[src/rtl/pwm_bank.sv]
module pwm_bank #(
  parameter int NCH   = 4,
  parameter int ADDRW = 8
) (
  input  logic               clk,
  input  logic               rst_n,
  input  logic [ADDRW-1:0]   bus_addr,
  input  logic               bus_wr,
  input  logic [31:0]        bus_wdata,
  input  logic               bus_rd,
  output logic [31:0]        bus_rdata,
  output logic [NCH-1:0]     pwm_out
);
  localparam int DIVW = 13;
  localparam int DUTYW = 8;
  localparam int EN_BIT = 31;
  localparam int FULL_BIT = 24;
  localparam int DUTY_LSB = 16;
  localparam logic [31:0] FIELD_MASK = 32'h81FF_1FFF;

  logic [NCH-1:0]        hit;
  logic [NCH-1:0][31:0]  rd_term;
  logic [31:0]           rd_mux;

  for (genvar c = 0; c < NCH; c++) begin : g_ch
    logic [31:0]       cfg;
    logic [DIVW-1:0]   pre;
    logic [DUTYW-1:0]  pos;
    logic [DIVW-1:0]   div_f;
    logic [DUTYW-1:0]  duty_f;

    assign hit[c]     = (bus_addr == ADDRW'(c * 16));
    assign div_f      = cfg[DIVW-1:0];
    assign duty_f     = cfg[DUTY_LSB +: DUTYW];
    assign rd_term[c] = hit[c] ? cfg : 32'd0;

    always_ff @(posedge clk or negedge rst_n) begin
      if (!rst_n) begin
        cfg <= '0;
        pre <= '0;
        pos <= '0;
      end else if (bus_wr && hit[c]) begin
        cfg <= bus_wdata & FIELD_MASK;
        pre <= '0;
        pos <= '0;
      end else if (!cfg[EN_BIT]) begin
        pre <= '0;
        pos <= '0;
      end else if (pre == div_f) begin
        pre <= '0;
        pos <= pos + 1'b1;
      end else begin
        pre <= pre + 1'b1;
      end
    end

    assign pwm_out[c] = cfg[EN_BIT] & (cfg[FULL_BIT] | (pos < duty_f));
  end

  always_comb begin
    rd_mux = '0;
    for (int c = 0; c < NCH; c++) rd_mux = rd_mux | rd_term[c];
  end

  always_ff @(posedge clk or negedge rst_n) begin
    if (!rst_n)      bus_rdata <= '0;
    else if (bus_rd) bus_rdata <= rd_mux;
  end
endmodule

[config.mk]
export PLATFORM = sky130hd
export DESIGN_NAME = pwm_bank
export DESIGN_NICKNAME = d
export VERILOG_FILES = /design/src/rtl/pwm_bank.sv
export SDC_FILE = /design/constraint.sdc
export NUM_CORES = 1
export LEC_CHECK = 0
export ABC_AREA = 1
export BUFFER_PORTS_ARGS = -buffer_cell sky130_fd_sc_hd__buf_4
export CAP_MARGIN = 20
export CORE_MARGIN = 2
export CORE_UTILIZATION = 57
export CTS_BUF_LIST = sky130_fd_sc_hd__clkbuf_16
export CTS_CLUSTER_DIAMETER = 40
export DETAILED_ROUTE_END_ITERATION = 8
export GPL_TIMING_DRIVEN = 0
export PLACE_DENSITY = 0.77
export SYNTH_ARGS = -nofsm -noshare
export SYNTH_HDL_FRONTEND = slang
export SYNTH_SLANG_ARGS = --single-unit
[constraint.sdc]
create_clock -name clk -period 1.6 [get_ports clk]
set_input_delay 0.16 -clock clk [delete_from_list [all_inputs] [get_ports clk]]
set_output_delay 0.16 -clock clk [all_outputs]
set_load 0.01 [all_outputs]
==> metrics.log, run 1 <==
[metrics] switching power of the nets: approximately 3200 uW
[metrics] wire length of the first global-routing pass: a little over 50 mm
[metrics] post-route setup slack: -0.4081 ns
[metrics] Worst EP required: approximately 1.4 ns
[metrics] cell-internal power: approximately 7800 uW
[metrics] worst hold path endpoint: g_ch[0].cfg[16]
[metrics] unrepaired setup endpoints after global routing: true
[metrics] Post-DP HPWL: 23.20 mm
[metrics] total of warnings raised by yosys: 0
[metrics] DRT iter0 DRCs: around 960
[metrics] power per unit of standard cell area: about 790 mW/mm2
[metrics] average detailed-routed wire length per instance: ~16 um
[metrics] initial standard-cell utilization of the core: 0.5832
[metrics] vias per std cell: roughly 5.4
[metrics] H-tree lvl count: 4
[metrics] sequential cell area fraction in the yosys report: 0.4359
[metrics] share of power burned in the clock network: 0.377
[metrics] failing checks: setup timing
[metrics] Static Leakage: between 0.006 and 0.007 uW
[metrics] Fin Clk Skew: between 0.01 and 0.015 ns
[metrics] total wire length: ~32 mm
[metrics] row count: around 50
[metrics] number of input and output port buffers inserted: 59
[metrics] sequential group share of total power: 0.488
[metrics] transition time at the pin with the least slew margin: 0.7657 ns
[metrics] sort of element at the start of the critical path: register
[metrics] Worst R2R Path Depth: 5
[metrics] final period utilization: 1.255
[metrics] Synth Register Bits: 199
[metrics] clock sink count: between 150 and 200
[metrics] width of the die: about 150 um
[metrics] post-layout minimum cycle time: approximately 2.0 ns
[metrics] worst r2r src: g_ch[1].pre[10]
[metrics] Fill cells: roughly 1,600
[metrics] floorplan die area: roughly 0.021 mm2
[metrics] Clk Tree Root Cell: sky130_fd_sc_hd__clkbuf_16
[metrics] layout cell share with drive strength beyond 1: 0.1919
[metrics] number of synthesized flops with an enable pin: 0
[metrics] count of boundary I/O pins: 80
[metrics] number of endpoints with negative hold slack in the final report: 0
[metrics] overall global routing resource usage: 0.3003
[metrics] TritonCTS buffer count: 17
[metrics] Hold Crit Start: bus_wdata[16]
[metrics] Max Clk Rate: between 400 and 500 MHz
[metrics] clock-pin slew of the registers on the worst-case setup and hold paths: 0.07 ns
[metrics] mapped cell area: 0.01142 mm2
[metrics] Logic pwr share: 0.135
[metrics] Final Max Tran Viols: 0
[metrics] VDD IR-drop max: slightly above 0.8 mV
[metrics] number of vias after detailed routing: about 11,000
[metrics] number of cells on the worst hold path: 3
[metrics] primary flip-flop cell chosen by synthesis mapping: sky130_fd_sc_hd__dfrtp_1
[metrics] CTS tree: built
[metrics] category of the most critical setup path: register to output pin
[metrics] Pre-Repair DR Iteration Count: 6
[metrics] result of the run: finished, violations left
[metrics] Arr. time, crit path: 1.85 ns
[metrics] tightest hold margin: between 0.08 and 0.09 ns
[metrics] Longest Clk Path Bufs: 2
[metrics] DRC: 0
[metrics] r2r endpoint: g_ch[1].pos[0]
[metrics] final RePlAce weighted congestion: 0.9556
[metrics] Synth async-reset ratio: 1.000
[metrics] Nets: between 1,500 and 2,000
[metrics] number of global-route vias before repair: between 9,000 and 10,000
[metrics] clock insertion delay at the later pin of the skew report: 0.45 ns
[metrics] Worst Path Max Fanout: 2
[metrics] number of routed nets with antenna violations: 0
[metrics] total instance count after detailed placement: about 1,900
[metrics] area occupied by multi-input gates: 0.005727 mm2
[metrics] synthesis-to-finish area growth: 20.94%
[metrics] switching share of power: 0.2912
[metrics] pin count of the biggest net entering global routing: approximately 100
[metrics] slew margin rel.: 0.4895
[metrics] core area: 0.01959 mm2
[metrics] most common library cell in the layout ignoring fill and taps: sky130_fd_sc_hd__nand2_1
[metrics] mean instance size in the synthesized netlist: 7.448 um2
[metrics] MaxCap Viol Count: 0
[metrics] slack of the worst reg-to-reg path: roughly 0.10 ns
[metrics] count of non-filler cells in the finished layout: approximately 2,000
[metrics] FF+latch area: 0.005006 mm2
[metrics] commonest cells after routing, fill and taps aside: sky130_fd_sc_hd__nand2_1, sky130_fd_sc_hd__dfrtp_1, sky130_fd_sc_hd__inv_1
[metrics] total global routing overflow: 0
[metrics] n_diodes: 0
[metrics] worst hold path class: primary input to register
[metrics] category of the worst setup path capture point: output pin
[metrics] count of different cell masters after synthesis: 33
[metrics] number of instances in the synthesized netlist: 1,534
[metrics] vertical extent of the die: roughly 150 um
[metrics] endpoints failing setup: 4
[metrics] initial antenna violation count: 0
-- kinds of logic after synthesis --
group                    Yosys count  synth area share
flip-flops                       199            0.4359
adder cells (fa/ha/maj)           36           0.03943
AO/OA/AOI/OAI                    183           0.08696
buffers and inverters            246           0.09703
AND/OR/NAND/NOR                  814            0.2982
XOR/XNOR                          55           0.04216
other                              1         0.0003282
-- worst max-delay path by stage --
stage / endpoint / startpoint / depth (start not counted) / slack [ns]
floorplan: g_ch[3].pre[10] / g_ch[3].pre[0] / 8 / 0.17
global placement: g_ch[2].cfg[23] / rst_n / 1 / -1.0
detailed placement: g_ch[3].pre[10] / g_ch[3].pre[0] / 8 / -0.1
CTS: pwm_out[1] / g_ch[1].pos[3] / 7 / -0.38
global route: pwm_out[1] / g_ch[1].cfg[19] / 10 / -0.49
finish: pwm_out[1] / g_ch[1].cfg[17] / 10 / -0.41
-- power groups by stage --
stage | sequential [uW] | clock (uW) | combinational [uW]
after floorplan | 5380 | 0 | 746
after global placement | 5420 | 0 | 1210
after detailed placement | 5420 | 0 | 1250
after CTS | 5320 | 4140 | 1340
after global routing | 5350 | 4340 | 1630
final | 5340 | 4130 | 1480
-- what timing repair did --
item                                   in CTS  in global routing
hold buffers                               21                  0
pin swaps                                  12                 33
resized for setup                          33                 72
buffers inserted                           22                 32
setup endpoints to repair                  37                 79
endpoints found under the hold margin     119                  0
-- worst max-delay path, stage by stage, from the launching register on --
cell and delay [ns]:
sky130_fd_sc_hd__dfrtp_1 0.39, sky130_fd_sc_hd__inv_2 0.08, sky130_fd_sc_hd__ha_4 0.20, sky130_fd_sc_hd__o21ai_2 0.06
sky130_fd_sc_hd__nand2_1 0.07, sky130_fd_sc_hd__nand2_1 0.07, sky130_fd_sc_hd__nand2_1 0.07, sky130_fd_sc_hd__nand2_1 0.08
sky130_fd_sc_hd__nand2_1 0.07, sky130_fd_sc_hd__a21oi_2 0.15, sky130_fd_sc_hd__buf_4 0.14
-- stage by stage --
stage                     setup slack (ns)    util  instance area [um2]  power [uW]  setup TNS, ns
after global routing               -0.4900  0.7053                13820       11320         -1.931
final                              -0.4081  0.7053                13820       10940         -1.479
after detailed placement          -0.09591  0.6260                12260        6667        -0.5546
after CTS                          -0.3800  0.6790                13300       10800         -1.455
after global placement             -0.9955  0.6243                12230        6633        -194.25
after floorplan                     0.1650       -                11450        6129              0
-- routing by layer --
layer  up-vias  part of all wire  GRT usage
li1       5115                 -          -
met1      4988              0.42     0.4108
met2       437              0.47     0.4829
met3        84             0.075    0.05423
met4         0             0.035     0.1088
met5         -                 0          0
-- synthesized netlist by cell type (16+ instances only) --
master / count / area share
sky130_fd_sc_hd__xor2_1: 44 / 0.034
sky130_fd_sc_hd__ha_1: 36 / 0.039
sky130_fd_sc_hd__nand4_1: 24 / 0.013
sky130_fd_sc_hd__o21ai_0: 100 / 0.044
sky130_fd_sc_hd__inv_1: 187 / 0.061
sky130_fd_sc_hd__nand2_1: 484 / 0.16
sky130_fd_sc_hd__a21oi_1: 31 / 0.014
sky130_fd_sc_hd__o21ai_1: 31 / 0.014
sky130_fd_sc_hd__nand3_1: 82 / 0.036
sky130_fd_sc_hd__buf_4: 16 / 0.011
sky130_fd_sc_hd__dfrtp_1: 199 / 0.44
sky130_fd_sc_hd__nor2_1: 179 / 0.059
-- state kept, by name, summed over array words and instances (netlist names) --
signal / count
g_ch.cfg: 92
g_ch.pre: 52
g_ch.pos: 32
bus_rdata: 23
-- final cells by class --
class	count	area share
multi-input combinational	1097	0.4145
sequential	199	0.3623
timing repair buffer	135	0.07942
inverter	198	0.05415
clock buffer	17	0.03079
buffer	48	0.02635
tap	265	0.02400
clock inverter	15	0.008512
Note: power is estimated with default switching activity, not from simulation.
==> run 2, diff against run 1 <==
--- a/config.mk
+++ b/config.mk
@@ -15,6 +15,8 @@
 export DETAILED_ROUTE_END_ITERATION = 8
 export GPL_TIMING_DRIVEN = 0
 export PLACE_DENSITY = 0.77
+export SETUP_SLACK_MARGIN = 0.1
+export SLEW_MARGIN = 20
 export SYNTH_ARGS = -nofsm -noshare
 export SYNTH_HDL_FRONTEND = slang
 export SYNTH_SLANG_ARGS = --single-unit
==> metrics.log, run 2 (synthesized netlist as in run 1, its figures left out) <==
[metrics] total wire length: 35.28 mm (was 32.12 mm)
[metrics] top flop regs: g_ch.cfg x92, g_ch.pre x52, g_ch.pos x32 (unchanged)
[metrics] category of the worst setup path capture point: output pin (unchanged)
[metrics] category of the most critical setup path: register to output pin (unchanged)
[metrics] clock-pin slew of the registers on the worst-case setup and hold paths: 0.08 ns (was 0.07 ns)
[metrics] worst r2r src: g_ch[2].pre[1] (was g_ch[1].pre[10])
[metrics] H-tree lvl count: 4 (unchanged)
[metrics] Hold Crit Start: bus_wdata[16] (unchanged)
[metrics] Static Leakage: 0.007106 uW (was 0.006736 uW)
[metrics] wire length of the first global-routing pass: 51.05 mm (was 50.47 mm)
[metrics] transition time at the pin with the least slew margin: 0.6442 ns (was 0.7657 ns)
[metrics] final RePlAce weighted congestion: 0.9556 (unchanged)
[metrics] number of endpoints with negative hold slack in the final report: 0 (unchanged)
[metrics] Non-Filler Cell Area, Final: 0.01485 mm2 (was 0.01382 mm2)
[metrics] n_diodes: 0 (unchanged)
[metrics] DRT iter0 DRCs: 1,089 (was 957)
[metrics] worst hold path class: primary input to register (unchanged)
[metrics] sort of element at the start of the critical path: register (unchanged)
[metrics] synthesis-to-finish area growth: 29.95% (was 20.94%)
[metrics] TritonCTS buffer count: 17 (unchanged)
[metrics] endpoints failing setup: 4 (unchanged)
[metrics] vias per std cell: 5.558 (was 5.382)
[metrics] Max Clk Rate: 494.5 MHz (was 498.0 MHz)
[metrics] post-layout minimum cycle time: 2.022 ns (was 2.008 ns)
[metrics] result of the run: finished, violations left (unchanged)
[metrics] MaxCap Viol Count: 0 (unchanged)
[metrics] area after detailed placement: 0.01229 mm2 (was 0.01226 mm2)
[metrics] pin count of the biggest net entering global routing: 100 (was 101)
[metrics] vertical extent of the die: 145.6 um (unchanged)
[metrics] max FFs per register: 92 (unchanged)
[metrics] Biggest register: g_ch.cfg (unchanged)
[metrics] core area: 0.01959 mm2 (unchanged)
[metrics] post-route setup slack: -0.4223 ns (was -0.4081 ns)
[metrics] number of vias after detailed routing: 11,270 (was 10,620)
[metrics] failing checks: setup timing (unchanged)
[metrics] width of the die: 145.6 um (unchanged)
[metrics] Fin Clk Skew: 0.01289 ns (was 0.01135 ns)
[metrics] Nets: 1,829 (was 1,776)
[metrics] Post-DP HPWL: 23.34 mm (was 23.20 mm)
[metrics] number of global-route vias before repair: 10,030 (was 9,937)
[metrics] tightest hold margin: 0.08569 ns (was 0.08587 ns)
[metrics] biggest cell delay along the critical path: 0.39 ns (about the same)
[metrics] slack of the worst reg-to-reg path: 0 ns (was 0.10 ns)
[metrics] Worst Path Max Fanout: 2 (unchanged)
[metrics] final period utilization: 1.264 (was 1.255)
[metrics] Final Max Tran Viols: 0 (unchanged)
[metrics] Longest Clk Path Bufs: 2 (unchanged)
[metrics] slowest stage cell, crit path: sky130_fd_sc_hd__dfrtp_1 (unchanged)
[metrics] initial standard-cell utilization of the core: 0.5832 (unchanged)
[metrics] Worst R2R Path Depth: 6 (was 5)
[metrics] Pre-Repair DR Iteration Count: 6 (unchanged)
[metrics] worst hold path endpoint: g_ch[0].cfg[16] (unchanged)
[metrics] most common library cell in the layout ignoring fill and taps: sky130_fd_sc_hd__nand2_1 (unchanged)
[metrics] Clk Tree Root Cell: sky130_fd_sc_hd__clkbuf_16 (unchanged)
[metrics] CTS tree: built (unchanged)
[metrics] slew margin rel.: 0.5706 (was 0.4895)
[metrics] VDD IR-drop max: 0.8297 mV (was 0.8068 mV)
[metrics] Arr. time, crit path: 1.86 ns (was 1.85 ns)
[metrics] floorplan die area: 0.02119 mm2 (unchanged)
[metrics] number of cells on the worst hold path: 3 (unchanged)
[metrics] library cell appearing most often on the critical path: sky130_fd_sc_hd__a21oi_2 (was sky130_fd_sc_hd__nand2_1)
[metrics] initial antenna violation count: 0 (unchanged)
[metrics] Worst EP required: 1.44 ns (about the same)
[metrics] number of input and output port buffers inserted: 59 (unchanged)
[metrics] unrepaired setup endpoints after global routing: true (unchanged)
[metrics] overall global routing resource usage: 0.3034 (was 0.3003)
[metrics] average detailed-routed wire length per instance: 17.41 um (was 16.27 um)
[metrics] clock insertion delay at the later pin of the skew report: 0.46 ns (was 0.45 ns)
[metrics] layout cell share with drive strength beyond 1: 0.2934 (was 0.1919)
[metrics] power per unit of standard cell area: 758.3 mW/mm2 (was 791.7 mW/mm2)
[metrics] clock sink count: 199 (unchanged)
[metrics] number of routed nets with antenna violations: 0 (unchanged)
[metrics] count of boundary I/O pins: 80 (unchanged)
[metrics] share of the core filled with cells in the final layout: 0.7579 (was 0.7053)
[metrics] cell chain of the critical path: inv_1 -> ha_4 -> a21oi_2 -> o21a_1 -> nand2_1 -> a21oi_2 -> buf_4 (was inv_2 -> ha_4 -> o21ai_2 -> nand2_1 -> nand2_1 -> nand2_1 -> nand2_1 -> nand2_1 -> a21oi_2 -> buf_4)
[metrics] total global routing overflow: 0 (unchanged)
[metrics] commonest cells after routing, fill and taps aside: sky130_fd_sc_hd__nand2_1, sky130_fd_sc_hd__dfrtp_1, sky130_fd_sc_hd__buf_4 (was sky130_fd_sc_hd__nand2_1, sky130_fd_sc_hd__dfrtp_1, sky130_fd_sc_hd__inv_1)
[metrics] row count: 51 (unchanged)
[metrics] DRC: 0 (unchanged)
[metrics] r2r endpoint: g_ch[2].pre[8] (was g_ch[1].pos[0])
==> run 2: how the worst max path moves through the flow <==
stage	startpoint	end	slack (ns)
finish	g_ch[1].cfg[21]	pwm_out[1]	-0.42
CTS	g_ch[0].pos[3]	pwm_out[0]	-0.39
detailed placement	g_ch[3].pre[0]	g_ch[3].pre[10]	-0.11
floorplan	g_ch[3].pre[0]	g_ch[3].pre[10]	0.17
global route	g_ch[3].pos[1]	pwm_out[3]	-0.51
global placement	rst_n	g_ch[2].cfg[23]	-1.0
==> run 2: layer usage <==
layer / wire length, um / GRT usage / share of wire
met1: 14140 / 0.4127 / 0.40
met2: 16820 / 0.4834 / 0.48
met3: 2949 / 0.06270 / 0.084
met4: 1371 / 0.1123 / 0.039
met5: 0 / 0 / 0
==> run 2: cell type report <==
class | count | area, um2
Sequential cell | 199 | 5009
Clock buffer | 17 | 425.4
Multi-Input combinational cell | 1097 | 6192
Fill cell | 1374 | 4743
Inverter | 198 | 748.2
Clock inverter | 15 | 117.6
Tap cell | 265 | 331.6
Timing Repair Buffer | 188 | 1639
Buffer | 48 | 384.1
==> run 2: stage by stage <==
stage / cells / power, uW / TNS (ns) / setup WS (ns)
after detailed placement: 1868 / 6677 / -0.5320 / -0.1071
after global placement: 1866 / 6633 / -194.25 / -0.9955
after floorplan: 1542 / 6129 / 0 / 0.1650
after global routing: 2027 / 11590 / -3.026 / -0.5137
final: 2027 / 11260 / -1.497 / -0.4223
after CTS: 1954 / 10880 / -1.426 / -0.3940
==> run 2: report_power, final <==
part	internal, uW	total [uW]	switching, uW
Sequential	5180	5340	154
Combinational	669	1730	1060
Clock	2030	4190	2160
==> run 2: timing repair <==
item / 4_1_cts / 5_1_grt
hold endpoints to repair: 120 / 0
gates resized for setup: 45 / 251
buffers inserted: 33 / 67
hold buffers: 21 / 0
gates cloned: 0 / 6
endpoints found under the setup margin: 82 / 85
pin swaps: 10 / 91
==> run 2: worst max-delay path: cells and delay by family, from the launching register on <==
kind                     cells  cell delay, ns
flip-flops                   1            0.39
AO/OA/AOI/OAI                3            0.45
AND/OR/NAND/NOR              1            0.07
buffers and inverters        2            0.26
adder cells (fa/ha/maj)      1            0.23
==> run 3, diff against run 2 <==
--- a/config.mk
+++ b/config.mk
@@ -5,7 +5,6 @@
 export SDC_FILE = /design/constraint.sdc
 export NUM_CORES = 1
 export LEC_CHECK = 0
-export ABC_AREA = 1
 export BUFFER_PORTS_ARGS = -buffer_cell sky130_fd_sc_hd__buf_4
 export CAP_MARGIN = 20
 export CORE_MARGIN = 2
==> metrics.log, run 3 <==
[metrics] TritonCTS buffer count: 17 (unchanged)
[metrics] H-tree lvl count: 4 (unchanged)
[metrics] row count: 48 (was 51)
[metrics] unrepaired setup endpoints after global routing: true (unchanged)
[metrics] vias per std cell: 5.962 (was 5.558)
[metrics] core area: 0.01736 mm2 (was 0.01959 mm2)
[metrics] Synth Register Bits: 199 (unchanged)
[metrics] layout cell share with drive strength beyond 1: 0.3796 (was 0.2934)
[metrics] CTS tree: built (unchanged)
[metrics] post-layout minimum cycle time: 2.225 ns (was 2.022 ns)
[metrics] result of the run: finished, violations left (unchanged)
[metrics] clock-pin slew of the registers on the worst-case setup and hold paths: 0.07 ns (was 0.08 ns)
[metrics] Static Leakage: 0.006180 uW (was 0.007106 uW)
[metrics] max FFs per register: 92 (unchanged)
[metrics] category of the most critical setup path: register to register (was register to output pin)
[metrics] commonest cells after routing, fill and taps aside: sky130_fd_sc_hd__dfrtp_1, sky130_fd_sc_hd__buf_4, sky130_fd_sc_hd__inv_1 (was sky130_fd_sc_hd__nand2_1, sky130_fd_sc_hd__dfrtp_1, sky130_fd_sc_hd__buf_4)
[metrics] floorplan die area: 0.01884 mm2 (was 0.02119 mm2)
[metrics] wire length of the first global-routing pass: 43.25 mm (was 51.05 mm)
[metrics] sort of element at the start of the critical path: register (unchanged)
[metrics] worst r2r src: g_ch[1].pre[1] (was g_ch[2].pre[1])
[metrics] number of endpoints with negative hold slack in the final report: 0 (unchanged)
[metrics] Worst R2R Path Depth: 6 (unchanged)
[metrics] termination of the worst setup path: g_ch[1].pos[5] (was pwm_out[1])
[metrics] total of warnings raised by yosys: 0 (unchanged)
[metrics] share of the core filled with cells in the final layout: 0.7552 (was 0.7579)
[metrics] r2r endpoint: g_ch[1].pos[5] (was g_ch[2].pre[8])
[metrics] Longest Clk Path Bufs: 2 (unchanged)
[metrics] synthesis-to-finish area growth: 29.46% (was 29.95%)
[metrics] n_diodes: 0 (unchanged)
[metrics] number of synthesized flops with an enable pin: 0 (unchanged)
[metrics] post-route setup slack: -0.6252 ns (was -0.4223 ns)
[metrics] worst path bufs/invs: 1 (was 2)
[metrics] transition time at the pin with the least slew margin: 0.5550 ns (was 0.6442 ns)
[metrics] slew margin rel.: 0.6292 (was 0.5706)
[metrics] pin count of the biggest net entering global routing: 77 (was 100)
[metrics] Arr. time, crit path: 2.59 ns (was 1.86 ns)
[metrics] Fin Clk Skew: 0.01229 ns (was 0.01289 ns)
[metrics] cell chain of the critical path: xnor2_1 -> nand4_1 -> or4_4 -> buf_6 -> or4_1 -> a21oi_1 (was inv_1 -> ha_4 -> a21oi_2 -> o21a_1 -> nand2_1 -> a21oi_2 -> buf_4)
[metrics] Worst Path Max Fanout: 6 (was 2)
[metrics] failing checks: setup timing (unchanged)
[metrics] clock sink count: 199 (unchanged)
[metrics] cell taking the most area after synthesis: sky130_fd_sc_hd__dfrtp_1 (unchanged)
[metrics] DRT iter0 DRCs: 636 (was 1,089)
[metrics] count of different cell masters after synthesis: 43 (was 33)
[metrics] Biggest register: g_ch.cfg (unchanged)
[metrics] total global routing overflow: 0 (unchanged)
[metrics] number of vias after detailed routing: 7,953 (was 11,270)
[metrics] top flop regs: g_ch.cfg x92, g_ch.pre x52, g_ch.pos x32 (unchanged)
[metrics] Pre-Repair DR Iteration Count: 5 (was 6)
[metrics] area occupied by multi-input gates: 0.005320 mm2 (was 0.006192 mm2)
[metrics] sequential cell area fraction in the yosys report: 0.4918 (was 0.4359)
[metrics] top post-synthesis cells by area: sky130_fd_sc_hd__dfrtp_1, sky130_fd_sc_hd__mux2_2, sky130_fd_sc_hd__xor2_1 (was sky130_fd_sc_hd__dfrtp_1, sky130_fd_sc_hd__nand2_1, sky130_fd_sc_hd__inv_1)
[metrics] top post-synthesis cells by count: sky130_fd_sc_hd__dfrtp_1, sky130_fd_sc_hd__inv_1, sky130_fd_sc_hd__mux2_2 (was sky130_fd_sc_hd__nand2_1, sky130_fd_sc_hd__dfrtp_1, sky130_fd_sc_hd__inv_1)
[metrics] worst hold path class: primary input to register (unchanged)
[metrics] most repeated cell in the gate-level netlist after synthesis: sky130_fd_sc_hd__dfrtp_1 (was sky130_fd_sc_hd__nand2_1)
[metrics] VDD IR-drop max: 0.7798 mV (was 0.8297 mV)
[metrics] primary flip-flop cell chosen by synthesis mapping: sky130_fd_sc_hd__dfrtp_1 (unchanged)
[metrics] Max Clk Rate: 449.4 MHz (was 494.5 MHz)
[metrics] FF+latch area: 0.004990 mm2 (was 0.005009 mm2)
[metrics] Clk Tree Root Cell: sky130_fd_sc_hd__clkbuf_16 (unchanged)
[metrics] clock insertion delay at the later pin of the skew report: 0.45 ns (was 0.46 ns)
[metrics] final period utilization: 1.391 (was 1.264)
[metrics] Final Max Tran Viols: 0 (unchanged)
[metrics] number of input and output port buffers inserted: 59 (unchanged)
[metrics] Worst path top cell family by delay: simple AND/OR/NAND/NOR gates (was compound AO/OA/AOI/OAI gates)
[metrics] width of the die: 137.3 um (was 145.6 um)
[metrics] mapped cell area: 0.01012 mm2 (was 0.01142 mm2)
[metrics] number of instances in the synthesized netlist: 921 (was 1,534)
[metrics] overall global routing resource usage: 0.3044 (was 0.3034)
[metrics] Nets: 1,176 (was 1,829)
[metrics] vertical extent of the die: 137.3 um (was 145.6 um)
[metrics] Synth async-reset ratio: 1.000 (unchanged)
[metrics] initial standard-cell utilization of the core: 0.5833 (was 0.5832)
[metrics] power per unit of standard cell area: 853.9 mW/mm2 (was 758.3 mW/mm2)
[metrics] MaxCap Viol Count: 0 (unchanged)
[metrics] slowest stage cell, crit path: sky130_fd_sc_hd__or4_4 (was sky130_fd_sc_hd__dfrtp_1)
[metrics] category of the worst setup path capture point: register (was output pin)
[metrics] Post-DP HPWL: 17.58 mm (was 23.34 mm)
[metrics] count of boundary I/O pins: 80 (unchanged)
[metrics] Fill cells: 1,077 (was 1,374)
[metrics] most common library cell in the layout ignoring fill and taps: sky130_fd_sc_hd__dfrtp_1 (was sky130_fd_sc_hd__nand2_1)
[metrics] Worst EP required: 1.96 ns (was 1.44 ns)
[metrics] mean instance size in the synthesized netlist: 10.99 um2 (was 7.448 um2)
[metrics] CP Launch Point: g_ch[1].pre[1] (was g_ch[1].cfg[21])
[metrics] number of routed nets with antenna violations: 0 (unchanged)
[metrics] initial antenna violation count: 0 (unchanged)
[metrics] area fraction of the dominant cell type after synthesis: 0.4918 (was 0.4359)
[metrics] total instance count after detailed placement: 1,215 (was 1,868)
[metrics] total wire length: 28.03 mm (was 35.28 mm)
[metrics] DRC: 0 (unchanged)
[metrics] critical path depth: 6 (was 7)
[metrics] number of global-route vias before repair: 7,848 (was 10,030)
[metrics] endpoints failing setup: 88 (was 4)
[metrics] average detailed-routed wire length per instance: 21.01 um (was 17.41 um)
[metrics] slack of the worst reg-to-reg path: -0.63 ns (was 0 ns)
[metrics] count of non-filler cells in the finished layout: 1,334 (was 2,027)
[metrics] biggest cell delay along the critical path: 0.54 ns (was 0.39 ns)
[metrics] final RePlAce weighted congestion: 0.8525 (was 0.9556)
run 3: area by class of cell:
cell class              instances  share of cell area
plain buffers                  40             0.02930
clock buffers                  17             0.03246
clock inverters                15            0.008591
inverters                      84             0.02405
multi-input cells             606              0.4059
flip-flops and latches        199              0.3807
well taps                     225             0.02148
repair buffers                148             0.09756
run 3: worst register-to-register path, delay by kind of cell (launching register included):
kind	cells	cell delay, ns
compound gates	1	0.15
flops	1	0.42
xor+xnor	1	0.22
simple gates	3	1.20
buf+inv	1	0.15
run 3: power by group:
part | internal [uW] | switching (uW) | leakage [uW]
clock | 2130 | 1950 | 0.000273
sequential | 5160 | 157 | 0.00269
combinational | 904 | 896 | 0.00322
total | 8190 | 3000 | 0.00618
run 3: worst min path at each step:
stage	start	to	slack, ns	cells after the start
final	bus_wdata[11]	g_ch[3].cfg[11]	0.007	2
after global routing	bus_wdata[10]	g_ch[3].cfg[10]	0.006	2
after CTS	bus_wdata[5]	g_ch[1].cfg[5]	0.0006	2
after detailed placement	rst_n	g_ch[2].pre[6]	0.16	1
after global placement	bus_wdata[23]	g_ch[3].cfg[23]	0.40	3
after floorplan	rst_n	bus_rdata[0]	-0.14	0
run 3: through the flow:
stage          setup slack (ns)  setup TNS, ns  area, um2  hold WS [ns]  total power [uW]
6_report                -0.6252         -23.84      13110      0.006881             11190
3_3_place_gp            -0.9820        -246.40      11220        0.3995              6539
3_5_place_dp            -0.5685         -56.12      11280        0.1560              6593
2_1_floorplan           -0.3637         -7.410      10490       -0.1356              6096
5_1_grt                 -0.6484         -29.35      13110      0.006029             11530
4_1_cts                 -0.4754         -15.14      12720     0.0005514             11010
run 3: cell families (layout without fill, tap and decap cells):
family / after synthesis / after routing / synth area share
buffers and inverters: 124 / 304 / 0.05190
adders and majority gates: 36 / 36 / 0.04449
muxes: 100 / 100 / 0.1364
and+or+nand+nor: 250 / 250 / 0.1225
other: 1 / 9 / 0.0003704
DFF: 199 / 199 / 0.4918
xor gates and xnor gates: 101 / 101 / 0.08811
AOI/OAI and AO/OA: 110 / 110 / 0.06439
run 3: timing repair:
action | CTS | global route
resized for setup | 78 | 80
setup endpoints to repair | 98 | 164
endpoints found under the hold margin | 116 | 0
cloned | 6 | 0
setup buffers | 47 | 21
hold buffers | 19 | 0
pin swaps | 56 | 32
run 3: layer usage:
layer	track usage	share of wire	vias up
li1	-	-	3532
met1	0.4334	0.43	4073
met2	0.4795	0.49	297
met3	0.04562	0.060	51
met4	0.1094	0.022	0
met5	0	0	-
